**src/rtl/srec_pkg.sv**
```systemverilog
package srec_pkg;

  typedef logic [7:0] char_t;

  typedef enum logic [2:0] {
    ST_IDLE,
    ST_TYPE,
    ST_COUNT,
    ST_ADDR_H,
    ST_ADDR_L,
    ST_BODY,
    ST_SKIP
  } srec_state_e;

  localparam char_t CH_START = 8'h53;  // 'S'
  localparam char_t CH_DATA  = 8'h31;  // '1'
  localparam char_t CH_CR    = 8'h0D;
  localparam char_t CH_LF    = 8'h0A;
  localparam logic [7:0] MIN_COUNT = 8'd3;
  localparam logic [7:0] SUM_GOOD  = 8'hFF;

  function automatic logic is_hex_char(char_t c);
    return (c >= 8'h30 && c <= 8'h39) ||
           (c >= 8'h41 && c <= 8'h46) ||
           (c >= 8'h61 && c <= 8'h66);
  endfunction

  function automatic logic [3:0] hex_value(char_t c);
    logic [7:0] v;
    if (c >= 8'h30 && c <= 8'h39)      v = c - 8'h30;
    else if (c >= 8'h41 && c <= 8'h46) v = c - 8'h37;
    else if (c >= 8'h61 && c <= 8'h66) v = c - 8'h57;
    else                               v = 8'h00;
    return v[3:0];
  endfunction

  function automatic logic is_line_end(char_t c);
    return (c == CH_CR) || (c == CH_LF);
  endfunction

endpackage

```
**src/rtl/srec_parser.sv**
```systemverilog
module srec_parser
  import srec_pkg::*;
#(
  parameter int ADDR_W = 16,
  parameter int BYTE_W = 8
) (
  input  logic              clk,
  input  logic              rst,
  input  logic              acc,
  input  char_t             ch,
  input  logic              gen_mode_i,
  input  logic              is_hex,
  input  logic              byte_done,
  input  logic [BYTE_W-1:0] byte_val,
  input  logic [BYTE_W-1:0] sum_i,
  output logic              take,
  output logic              rec_start,
  output logic              out_valid,
  output logic [ADDR_W-1:0] out_addr,
  output logic [BYTE_W-1:0] out_data,
  output logic              done,
  output logic              ok,
  output logic              csum_err,
  output logic              fmt_err,
  output logic              unsup,
  output logic              gen_valid,
  output logic [BYTE_W-1:0] gen_sum
);
  srec_state_e       state_q;
  logic [BYTE_W-1:0] left_q;
  logic [ADDR_W-1:0] addr_q;
  logic              gen_q;
  logic              in_field;
  logic [BYTE_W-1:0] sum_next;

  always_comb begin
    in_field  = (state_q == ST_COUNT) || (state_q == ST_ADDR_H) ||
                (state_q == ST_ADDR_L) || (state_q == ST_BODY);
    take      = acc && in_field;
    rec_start = acc && (state_q == ST_IDLE) && (ch == CH_START);
    sum_next  = sum_i + byte_val;
  end

  always_ff @(posedge clk) begin
    if (rst) begin
      state_q   <= ST_IDLE;
      left_q    <= '0;
      addr_q    <= '0;
      gen_q     <= 1'b0;
      out_valid <= 1'b0;
      out_addr  <= '0;
      out_data  <= '0;
      done      <= 1'b0;
      ok        <= 1'b0;
      csum_err  <= 1'b0;
      fmt_err   <= 1'b0;
      unsup     <= 1'b0;
      gen_valid <= 1'b0;
      gen_sum   <= '0;
    end else begin
      out_valid <= 1'b0;
      done      <= 1'b0;
      ok        <= 1'b0;
      csum_err  <= 1'b0;
      fmt_err   <= 1'b0;
      unsup     <= 1'b0;
      gen_valid <= 1'b0;
      if (acc) begin
        if (in_field && !is_hex) begin
          done    <= 1'b1;
          fmt_err <= 1'b1;
          state_q <= ST_IDLE;
        end else begin
          case (state_q)
            ST_IDLE: begin
              if (ch == CH_START) begin
                state_q <= ST_TYPE;
                gen_q   <= gen_mode_i;
              end
            end
            ST_TYPE: begin
              if (ch == CH_DATA) begin
                state_q <= ST_COUNT;
              end else if (is_line_end(ch)) begin
                done    <= 1'b1;
                unsup   <= 1'b1;
                state_q <= ST_IDLE;
              end else begin
                state_q <= ST_SKIP;
              end
            end
            ST_SKIP: begin
              if (is_line_end(ch)) begin
                done    <= 1'b1;
                unsup   <= 1'b1;
                state_q <= ST_IDLE;
              end
            end
            ST_COUNT: begin
              if (byte_done) begin
                if (byte_val < MIN_COUNT) begin
                  done    <= 1'b1;
                  fmt_err <= 1'b1;
                  state_q <= ST_IDLE;
                end else begin
                  left_q  <= byte_val;
                  state_q <= ST_ADDR_H;
                end
              end
            end
            ST_ADDR_H: begin
              if (byte_done) begin
                addr_q[ADDR_W-1 -: BYTE_W] <= byte_val;
                left_q  <= left_q - 1'b1;
                state_q <= ST_ADDR_L;
              end
            end
            ST_ADDR_L: begin
              if (byte_done) begin
                addr_q[BYTE_W-1:0] <= byte_val;
                left_q <= left_q - 1'b1;
                if (gen_q && left_q == BYTE_W'(2)) begin
                  gen_valid <= 1'b1;
                  gen_sum   <= ~sum_next;
                  done      <= 1'b1;
                  ok        <= 1'b1;
                  state_q   <= ST_IDLE;
                end else begin
                  state_q <= ST_BODY;
                end
              end
            end
            ST_BODY: begin
              if (byte_done) begin
                if (left_q == BYTE_W'(1)) begin
                  done     <= 1'b1;
                  ok       <= (sum_next == SUM_GOOD);
                  csum_err <= (sum_next != SUM_GOOD);
                  state_q  <= ST_IDLE;
                end else begin
                  out_valid <= 1'b1;
                  out_data  <= byte_val;
                  out_addr  <= addr_q;
                  addr_q    <= addr_q + ADDR_W'(1);
                  left_q    <= left_q - 1'b1;
                  if (gen_q && left_q == BYTE_W'(2)) begin
                    gen_valid <= 1'b1;
                    gen_sum   <= ~sum_next;
                    done      <= 1'b1;
                    ok        <= 1'b1;
                    state_q   <= ST_IDLE;
                  end
                end
              end
            end
            default: state_q <= ST_IDLE;
          endcase
        end
      end
    end
  end

endmodule

```
**config.mk**
```make
export PLATFORM = sky130hd
export DESIGN_NAME = srec_parser
export DESIGN_NICKNAME = d
export VERILOG_FILES = /design/src/rtl/srec_pkg.sv /design/src/rtl/srec_parser.sv
export SDC_FILE = /design/constraint.sdc
export NUM_CORES = 1
export LEC_CHECK = 0
export BUFFER_PORTS_ARGS = -buffer_cell sky130_fd_sc_hd__buf_2
export CAP_MARGIN = 25
export CORE_MARGIN = 2
export CORE_UTILIZATION = 40
export DETAILED_ROUTE_END_ITERATION = 8
export SLEW_MARGIN = 25
export SYNTH_ARGS = -nofsm -noshare
export SYNTH_HDL_FRONTEND = slang
export SYNTH_SLANG_ARGS = --single-unit
```
**constraint.sdc**
```tcl
create_clock -name clk -period 2.7 [get_ports clk]
set_input_delay 0.405 -clock clk [delete_from_list [all_inputs] [get_ports clk]]
set_output_delay 0.405 -clock clk [all_outputs]
set_load 0.02 [all_outputs]
```
# Word level (Yosys, flattened, before mapping)
# Index checks and enable logic that the tools add are counted.
[word_totals] reg_bits=67 in_bits=30 output_inout_bits=41 word_cells=128
[op_classes] addsub=3 order_cmp=1 n_eq_ne=28 muxes=50 n_bitwise=6 reduce_logical=25
[op_table] cell="$mux 8" n=10
[op_table] cell="$pmux 8 s2" n=3
[op_table] cell="$mux 3" n=12
[op_table] cell="$mux 16" n=2
[op_table] cell="$pmux 8 s3" n=1
[op_table] cell="$pmux 3 s7" n=1
[op_table] cell="$add 16x1->16 const B" n=1
[op_table] cell="$eq 8x4->1 const B" n=2
[op_table] cell="$mux 1" n=16
[op_table] cell="$reduce_and 8->1" n=2
[op_table] cell="$ne 2x2->1 const B" n=6
[op_table] cell="$ne 3x2->1 const B" n=4
[op_table] cell="$reduce_and 6->1" n=2
[op_table] cell="$eq 3x3->1 const B" n=3
[op_table] cell="$add 8x8->8" n=1
[op_table] cell="$eq 8x1->1 const B" n=1
[op_table] cell="$eq 8x2->1 const B" n=1
[op_table] cell="$eq 8x6->1 const B" n=1
[op_table] cell="$eq 8x7->1 const B" n=1
[op_table] cell="$eq 8x8->1 const B" n=1
[op_table] cell="$lt 8x2->1 const B" n=1
[op_table] cell="$ne 8x8->1 const B" n=1
[op_table] cell="$not 8->8" n=1
[op_table] cell="$sub 8x1->8 const B" n=1
[op_table] cell="other kinds (22)" n=38

# Longest topological paths before layout
# Gate-level depths: netlist of run 1.
[depth] word_depth=7 ltp_mapped=10 mapped_depth_nobuf=9

# Worst setup path after synthesis of run 1
# Ideal clock, no wire load.
[synth_path] kind="input to register" start="in byte_val[0]" end="reg ok" setup_time_ns=0.112 t_arrival_ns=2.092 required_time_ns=2.588 setup_slack_ns=0.496 cell_stages=9 path_buffers=0 cell_sequence="ha_1 -> inv_1 -> fa_1 -> nand2b_1 -> a21oi_1 -> xor2_1 -> and3_1 -> nand4_1 -> a2111oi_1"
[synth_between] elab_chain_cells=5
[synth_rtl] element="start, declared" line_no="srec_parser.sv:14" rtl="input logic [BYTE_W-1:0] byte_val,"
[synth_rtl] element="$add 8x8->8" line_no="srec_parser.sv:41" rtl="sum_next = sum_i + byte_val;"
[synth_rtl] element="$eq 8x8->1" line_no="srec_parser.sv:137" rtl="ok <= (sum_next == SUM_GOOD);"
[synth_rtl] element="$mux 1" line_no="srec_parser.sv:135" rtl="if (left_q == BYTE_W'(1)) begin"
[synth_rtl] element="$mux 1" line_no="srec_parser.sv:134" rtl="if (byte_done) begin"
[synth_rtl] element="$pmux 1 s2" line_no="srec_parser.sv:74" rtl="case (state_q)"
[synth_rtl] element="end signal, assigned" line_no="srec_parser.sv:137"
[synth_rtl] element="end, declared" line_no="srec_parser.sv:22" rtl="output logic ok,"
# Every way passes these cells.
# A chain may end at the register's enable or synchronous reset.

# Final worst setup path of run 1
# Ends and elaborated chain as after synthesis.

==> results of run 1 <==
## per-stage QoR
step | util [%] | cell area [sq um] | setup slack (ps)
6_report | 48.9 | 4500 | 368
5_1_grt | 48.9 | 4500 | 215
4_1_cts | 48.9 | 4500 | 387
3_5_place_dp | 46.3 | 4260 | 52.1
3_3_place_gp | 46.3 | 4260 | 273
2_1_floorplan | - | 3780 | 496
## power by group
group          internal (uW)  switching (uW)
combinational           72.9             121
sequential               987           0.205
clock                    574             415
total                   1630             536
## cell usage in the layout (no fill, tap or decap), types with 4 or more instances in the layout
cell type / synthesis / final
clkbuf_8: 0 / 11
and3_1: 10 / 10
nand3_1: 8 / 8
nor3_1: 10 / 9
a21oi_1: 56 / 56
nand2b_1: 7 / 7
nor2_1: 46 / 46
ha_1: 11 / 11
a22oi_1: 9 / 9
nor4_1: 5 / 5
buf_4: 0 / 14
or3_1: 4 / 4
buf_2: 10 / 70
dfxtp_1: 67 / 67
a31oi_1: 7 / 7
a211oi_1: 6 / 6
nand4_1: 5 / 5
inv_1: 13 / 13
o21ai_0: 30 / 30
o31ai_1: 6 / 6
nand2_1: 90 / 90
## routing by layer
layer	up-vias	global-route usage [%]	share of wire, %	wire (um)
met2	150	33.2	44	4680
met1	1799	31.7	49	5200
li1	1917	-	-	-
met4	0	5.61	0.90	96
met3	7	3.66	6.3	672
met5	-	0	0	0
## worst max path at each step
stage / slack [ps] / end / start / cells after the start
after detailed placement: 50 / ok / byte_val[0] / 10
final: 370 / ok / byte_val[0] / 10
after CTS: 390 / ok / left_q[4] / 6
after floorplan: 500 / ok / byte_val[0] / 9
after global placement: 270 / ok / byte_val[0] / 10
after global routing: 220 / ok / byte_val[0] / 10
## cell type report
type	instances	share of cell area [%]
clock buffer	11	3.37
clock inverter	5	1.86
inverter	13	1.09
multi-input combinational	385	50.2
sequential	67	29.8
tap	111	3.09
timing repair buffer	85	10.6
## state kept, by name (all words and copies together), names as in the netlist
register   flops
unsup          1
gen_q          1
out_data       8
ok             1
addr_q        16
out_addr      16
done           1
gen_valid      1
left_q         8
gen_sum        8
csum_err       1
fmt_err        1
state_q        3
out_valid      1
## cells by family after synthesis
family	after synthesis	synth area share, %
AOI/OAI and AO/OA	153	26.4
xor gates and xnor gates	7	1.82
adders and majority gates	12	4.17
buffers and inverters	42	5.09
DFF	67	35.4
muxes	4	1.09
and+or+nand+nor	209	26.0
## critical path: stages
cell and delay, ps:
buf_2 100, ha_1 170, inv_1 60, fa_1 410, nand2b_1 180, a21oi_1 160, xor2_1 220, and3_1 220
nand4_1 120, a2111oi_1 500
==> results.md, run 1 <==
### Cells and area
- **Ant. Diodes** 0
- **Storage cell area** 1340 sq um
- **fill cell instance count of the final layout** 899
- **Final Non-Filler Cells** 677
- **total number of nets in the final design** 603
- **fraction of final layout cells with drive strength greater than 1** 20.8%
- **total area of multi-input combinational cells** 2260 sq um
- **Layout Area Growth over Synthesis** 18.8%

### Timing
- **Slew headroom** 50.5%
- **RSZ-0062 raised after global routing** no
- **final number of hold-violating endpoints** 0
- **final worst clock skew** 8.54 ps
- **worst hold slack after final layout** 299 ps
- **setup total negative slack** 0 ps
- **Setup-failing EPs final** 0
- **final worst-path cycle share** 86.4%
- **Worst Tran Pin Value** 743 ps
- **time the worst path needs with I/O delays and setup** 2330 ps
- **Max Fclk** 429 MHz
- **Slew Viols, Final** 0

### Route
- **total DRC errors in the routed layout** 0
- **DRT Wirelength** 10.6 mm
- **drt wl/cell** 15.7 um
- **detailed router's first-iteration violation count** 329
- **router iterations before antenna repair** 5
- **count of vias placed by the detailed router** 3,873
- **via-per-instance ratio** 5.72
- **number of antenna-violating nets in the routed design** 0

### Yosys
- **synthesized instance count** 494
- **Synth Register Bits** 67
- **average instance area after synthesis** 7.66 sq um
- **area share of the largest cell type after synthesis** 35.4%
- **Main synth FF type** dfxtp_1
- **net count after synthesis** 536
- **library cell with the highest instance count after synthesis** nand2_1
- **post-synthesis instance area** 3780 sq um
- **sequential share of the synthesized area** 35.4%
- **EDFF count, synth** 0
- **count of distinct cell types in the synthesized netlist** 69
- **proportion of register bits with asynchronous set or reset after synthesis** 0%
- **Synthesis Warnings** 0
- **largest cells by area after synthesis** dfxtp_1 35%, nand2_1 8.9%, a21oi_1 7.4%, nor2_1 4.6%, o21ai_0 4.0%
- **cell taking the most area after synthesis** dfxtp_1
- **list of most frequent post-synthesis cells** 90 x nand2_1, 67 x dfxtp_1, 56 x a21oi_1

### Global routing
- **GRT Overall Usage** 21.7%
- **maximum number of pins on one net before global-route repair** 36
- **overall overflow remaining after global route** 0
- **wire length of the first global-routing pass** 17.9 mm
- **via count of the first global-routing pass** 3,482
- **initial antenna violation count** 0

### Floorplanning
- **io pins** 71
- **Core Box Area** 9200 sq um
- **number of placement rows** 35
- **horizontal extent of the die** 101 um
- **Die Footprint** 10,300 sq um
- **vertical extent of the die** 101 um
- **starting utilization of the core area** 41.2%

### Setup path
- **r2r worst-path depth** 6
- **endpoint required time on the critical path** 2910 ps
- **critical register-to-register path endpoint** ok
- **flop-to-flop setup slack** 370 ps
- **kind of end point of the critical path** flip-flop
- **worst endpoint data arrival time** 2540 ps
- **reg-to-reg critical path startpoint** left_q[4]
- **sort of element at the start of the critical path** input port
- **category of the most critical setup path** input port to flip-flop
- **highest net fanout along the worst path** 2

### Clock tree
- **clock transition at the registers of the reported paths** 70 ps
- **post-CTS setup buffers** 0
- **clock buffer count from CTS** 9
- **number of H-tree levels** 3
- **CTS tree** done
- **clock sink count** 67
- **quantity of hold-fixing buffers added after cts** 0
- **worst-case clock buffer depth** 2
- **Clk Tree Root Cell** clkbuf_8
- **quantity of gates resized following cts** 0
- **clock latency on the worst-skew pair** 350 ps

### Placed design
- **total of buffers placed on input and output ports** 70
- **half-perimeter wire length after detailed placement** 7.47 mm
- **RD Place Congestion** 0.911
- **number of placed instances, taps included** 661

### Pwr
- **worst-case vdd ir drop** 0.216 mV
- **Pwr Total** 2170 uW
- **leakage power figure** 0.00176 uW
- **power per unit of standard cell area** 483 nW/um^2

### Min path
- **launch instance of the worst min-delay path** gen_mode_i
- **end of the worst hold path** gen_q
- **Hold Path Cell Cnt** 3
- **worst min-delay path class** input port to flip-flop

### Outcome
- **result of the run** finished, final reports clean

### Flow run
- **Maximum Capacitance Violations** 0

No activity file was read; power rests on OpenSTA's default activity.
==> inputs of run 2 (changes only) <==
Settings changed: ABC_AREA set to 1.
==> run 2 against run 1 <==
Effect of this change:
- sequential cell count unchanged
- global-route usage is 0.58 points lower
- non-clock buffer count down 5
- critical path type is now flip-flop to primary output
- critical endpoint is now rec_start
==> results.md, run 2 <==
### Global routing
- **overall overflow remaining after global route** 0, unchanged
- **maximum number of pins on one net before global-route repair** 30, -17%
- **GRT Overall Usage** 21.1%, -0.58 points
- **wire length of the first global-routing pass** 17.4 mm, -2.5%
- **initial antenna violation count** 0, unchanged
- **via count of the first global-routing pass** 3,690, +6.0%

### Yosys
- **cell taking the most area after synthesis** dfxtp_1
- **dominant combinational cell family by area after synthesis** simple AND/OR/NAND/NOR gates
- **proportion of register bits with asynchronous set or reset after synthesis** 0%, unchanged
- **arithmetic-cell share of the synthesized area counting full adders, half adders and majority gates** 4.04%, -0.13 points
- **area share of the largest cell type after synthesis** 34.4%, -1.1 points
- **simple-gate portion of the synthesized area** 34.4%, +8.5 points
- **list of most frequent post-synthesis cells** 141 x nand2_1, 78 x nor2_1, 72 x inv_1
- **EDFF count, synth** 0, unchanged
- **Main synth FF type** dfxtp_1
- **synthesized instance count** 602, +22%
- **Synth Register Bits** 67, unchanged
- **post-synthesis instance area** 3900 sq um, +3.1%
- **Synthesis Warnings** 0, unchanged
- **compound-cell area share of the yosys netlist** 13.4%, -13 points
- **share of synthesized area spent on multiplexers** 0.802%, -0.29 points
- **count of distinct cell types in the synthesized netlist** 34, -51%
- **average instance area after synthesis** 6.48 sq um, -15%
- **sequential share of the synthesized area** 34.4%, -1.1 points
- **xor-xnor portion of the synthesized cell area** 2.69%, +0.87 points
- **library cell with the highest instance count after synthesis** nand2_1
- **largest cells by area after synthesis** dfxtp_1 34%, nand2_1 14%, nand3_1 7.6%, nor2_1 7.5%, a21oi_1 6.9%
- **net count after synthesis** 644, +20%

### Timing
- **final worst clock skew** 7.64 ps, -0.901 ps
- **Max Fclk** 458 MHz, +6.8%
- **final number of hold-violating endpoints** 0, unchanged
- **RSZ-0062 raised after global routing** no
- **final setup margin** 516 ps, +148 ps
- **Slew Viols, Final** 0, unchanged
- **time the worst path needs with I/O delays and setup** 2180 ps, -148 ps
- **Slew headroom** 58.1%, +7.6 points
- **worst hold slack after final layout** 300 ps, +0.692 ps
- **Worst Tran Pin Value** 624 ps, -119 ps
- **Setup-failing EPs final** 0, unchanged
- **final worst-path cycle share** 80.9%, -5.5 points
- **setup total negative slack** 0 ps, unchanged

### Clock tree
- **worst-case clock buffer depth** 2, unchanged
- **clock sink count** 67, unchanged
- **CTS tree** done
- **quantity of hold-fixing buffers added after cts** 0, unchanged
- **clock latency on the worst-skew pair** 360 ps, about the same
- **Clk Tree Root Cell** clkbuf_8
- **quantity of gates resized following cts** 0, unchanged
- **post-CTS setup buffers** 0, unchanged
- **clock buffer count from CTS** 9, unchanged
- **clock transition at the registers of the reported paths** 70 ps, about the same
- **number of H-tree levels** 3, unchanged

### Floorplanning
- **vertical extent of the die** 103 um, +1.5%
- **io pins** 71, unchanged
- **number of placement rows** 36, +2.9%
- **starting utilization of the core area** 40.5%, -0.67 points
- **horizontal extent of the die** 103 um, +1.5%
- **Core Box Area** 9640 sq um, +4.8%
- **Die Footprint** 10,600 sq um, +3.0%

### Cells and area
- **most common library cell in the layout ignoring fill and taps** nand2_1
- **total area of multi-input combinational cells** 2160 sq um, -4.2%
- **fill cell instance count of the final layout** 1,042, +16%
- **Layout Area Growth over Synthesis** 16.7%
- **Ant. Diodes** 0, unchanged
- **fraction of final layout cells with drive strength greater than 1** 16.0%, -4.9 points
- **biggest registers after layout** addr_q (16), out_addr (16)
- **total number of nets in the final design** 714, +18%
- **commonest cells after routing, fill and taps aside** 141 x nand2_1, 78 x nor2_1, 72 x inv_1, 70 x buf_2, 67 x dfxtp_1
- **Storage cell area** 1340 sq um, unchanged

### Route
- **DRT Wirelength** 10.4 mm, -2.0%
- **count of vias placed by the detailed router** 3,967, +2.4%
- **detailed router's first-iteration violation count** 227, -31%
- **router iterations before antenna repair** 5, unchanged
- **total DRC errors in the routed layout** 0, unchanged
- **drt wl/cell** 12.9 um, -18%
- **number of antenna-violating nets in the routed design** 0, unchanged
- **via-per-instance ratio** 4.90, -14%

### Pwr
- **worst-case vdd ir drop** 0.244 mV, +13%
- **power per unit of standard cell area** 638 nW/um^2, +32%
- **Pwr Total** 2910 uW, +34%
- **leakage power figure** 0.00221 uW, +25%

### Setup path
- **endpoint required time on the critical path** 2300 ps, -610 ps
- **category of the most critical setup path** flip-flop to primary output
- **worst endpoint data arrival time** 1780 ps, -760 ps
- **sort of element at the start of the critical path** flip-flop
- **kind of end point of the critical path** primary output
- **highest net fanout along the worst path** 7, +5

### Flow run
- **Maximum Capacitance Violations** 0, unchanged

### Placed design
- **minimum setup slack after placement** 548 ps, +496 ps
- **RD Place Congestion** 0.866, -4.9%
- **total of buffers placed on input and output ports** 70, unchanged
- **half-perimeter wire length after detailed placement** 7.74 mm, +3.6%

### Min path
- **worst min-delay path class** input port to flip-flop

### Outcome
- **result of the run** finished, final reports clean

run 2: where the power goes:
group          internal (uW)  switching (uW)  leakage (uW)
logic                    336             607       0.00158
clock network            418             402     0.0000881
registers               1060            84.7      0.000541
run 2: cells by family after synthesis:
logic type / after synthesis
AO/OA/AOI/OAI: 103
multiplexers: 3
buffers and inverters: 95
XOR/XNOR: 12
flip-flops: 67
adder cells (fa/ha/maj): 12
AND/OR/NAND/NOR: 310
run 2: area by class of cell:
type                            instances  share of cell area [%]
Clock buffer                           10                    2.80
Clock inverter                          5                    1.21
Inverter                               74                    6.10
Multi-Input combinational cell        440                    47.4
Sequential cell                        67                    29.5
Tap cell                              133                    3.65
Timing Repair Buffer                   80                    9.34
run 2: final timing paths:
kind	from	cells past startpoint	to	slack (ps)
setup / recovery	state_q[2]	6	rec_start	520
hold / removal	gen_mode_i	3	gen_q	300
setup reg to reg	state_q[0]	9	addr_q[9]	670
hold reg to reg	out_addr[1]	2	out_addr[1]	450
run 2: per-stage QoR:
stage               util (%)  std cells  cell area (sq um)
floorplan                  -        602               3900
global placement        45.4        794               4370
detailed placement      45.4        794               4370
CTS                     47.2        809               4550
global route            47.2        809               4550
finish                  47.2        809               4550
run 2: worst max-delay path, stage by stage, from the launching register on:
cell and delay [ps]:
dfxtp_1 370, inv_1 190, nand2_2 90, nor2_1 130, inv_1 70, nor3_1 330
buf_2 240
run 2: metal layers:
layer  track usage, %  part of all wire (%)  vias to the layer above
met5                0                     0                        -
met4             7.89                   1.4                        0
met3             3.25                   4.8                       12
met2             33.0                    43                       99
met1             29.5                    51                     1782
li1                 -                     -                     2074
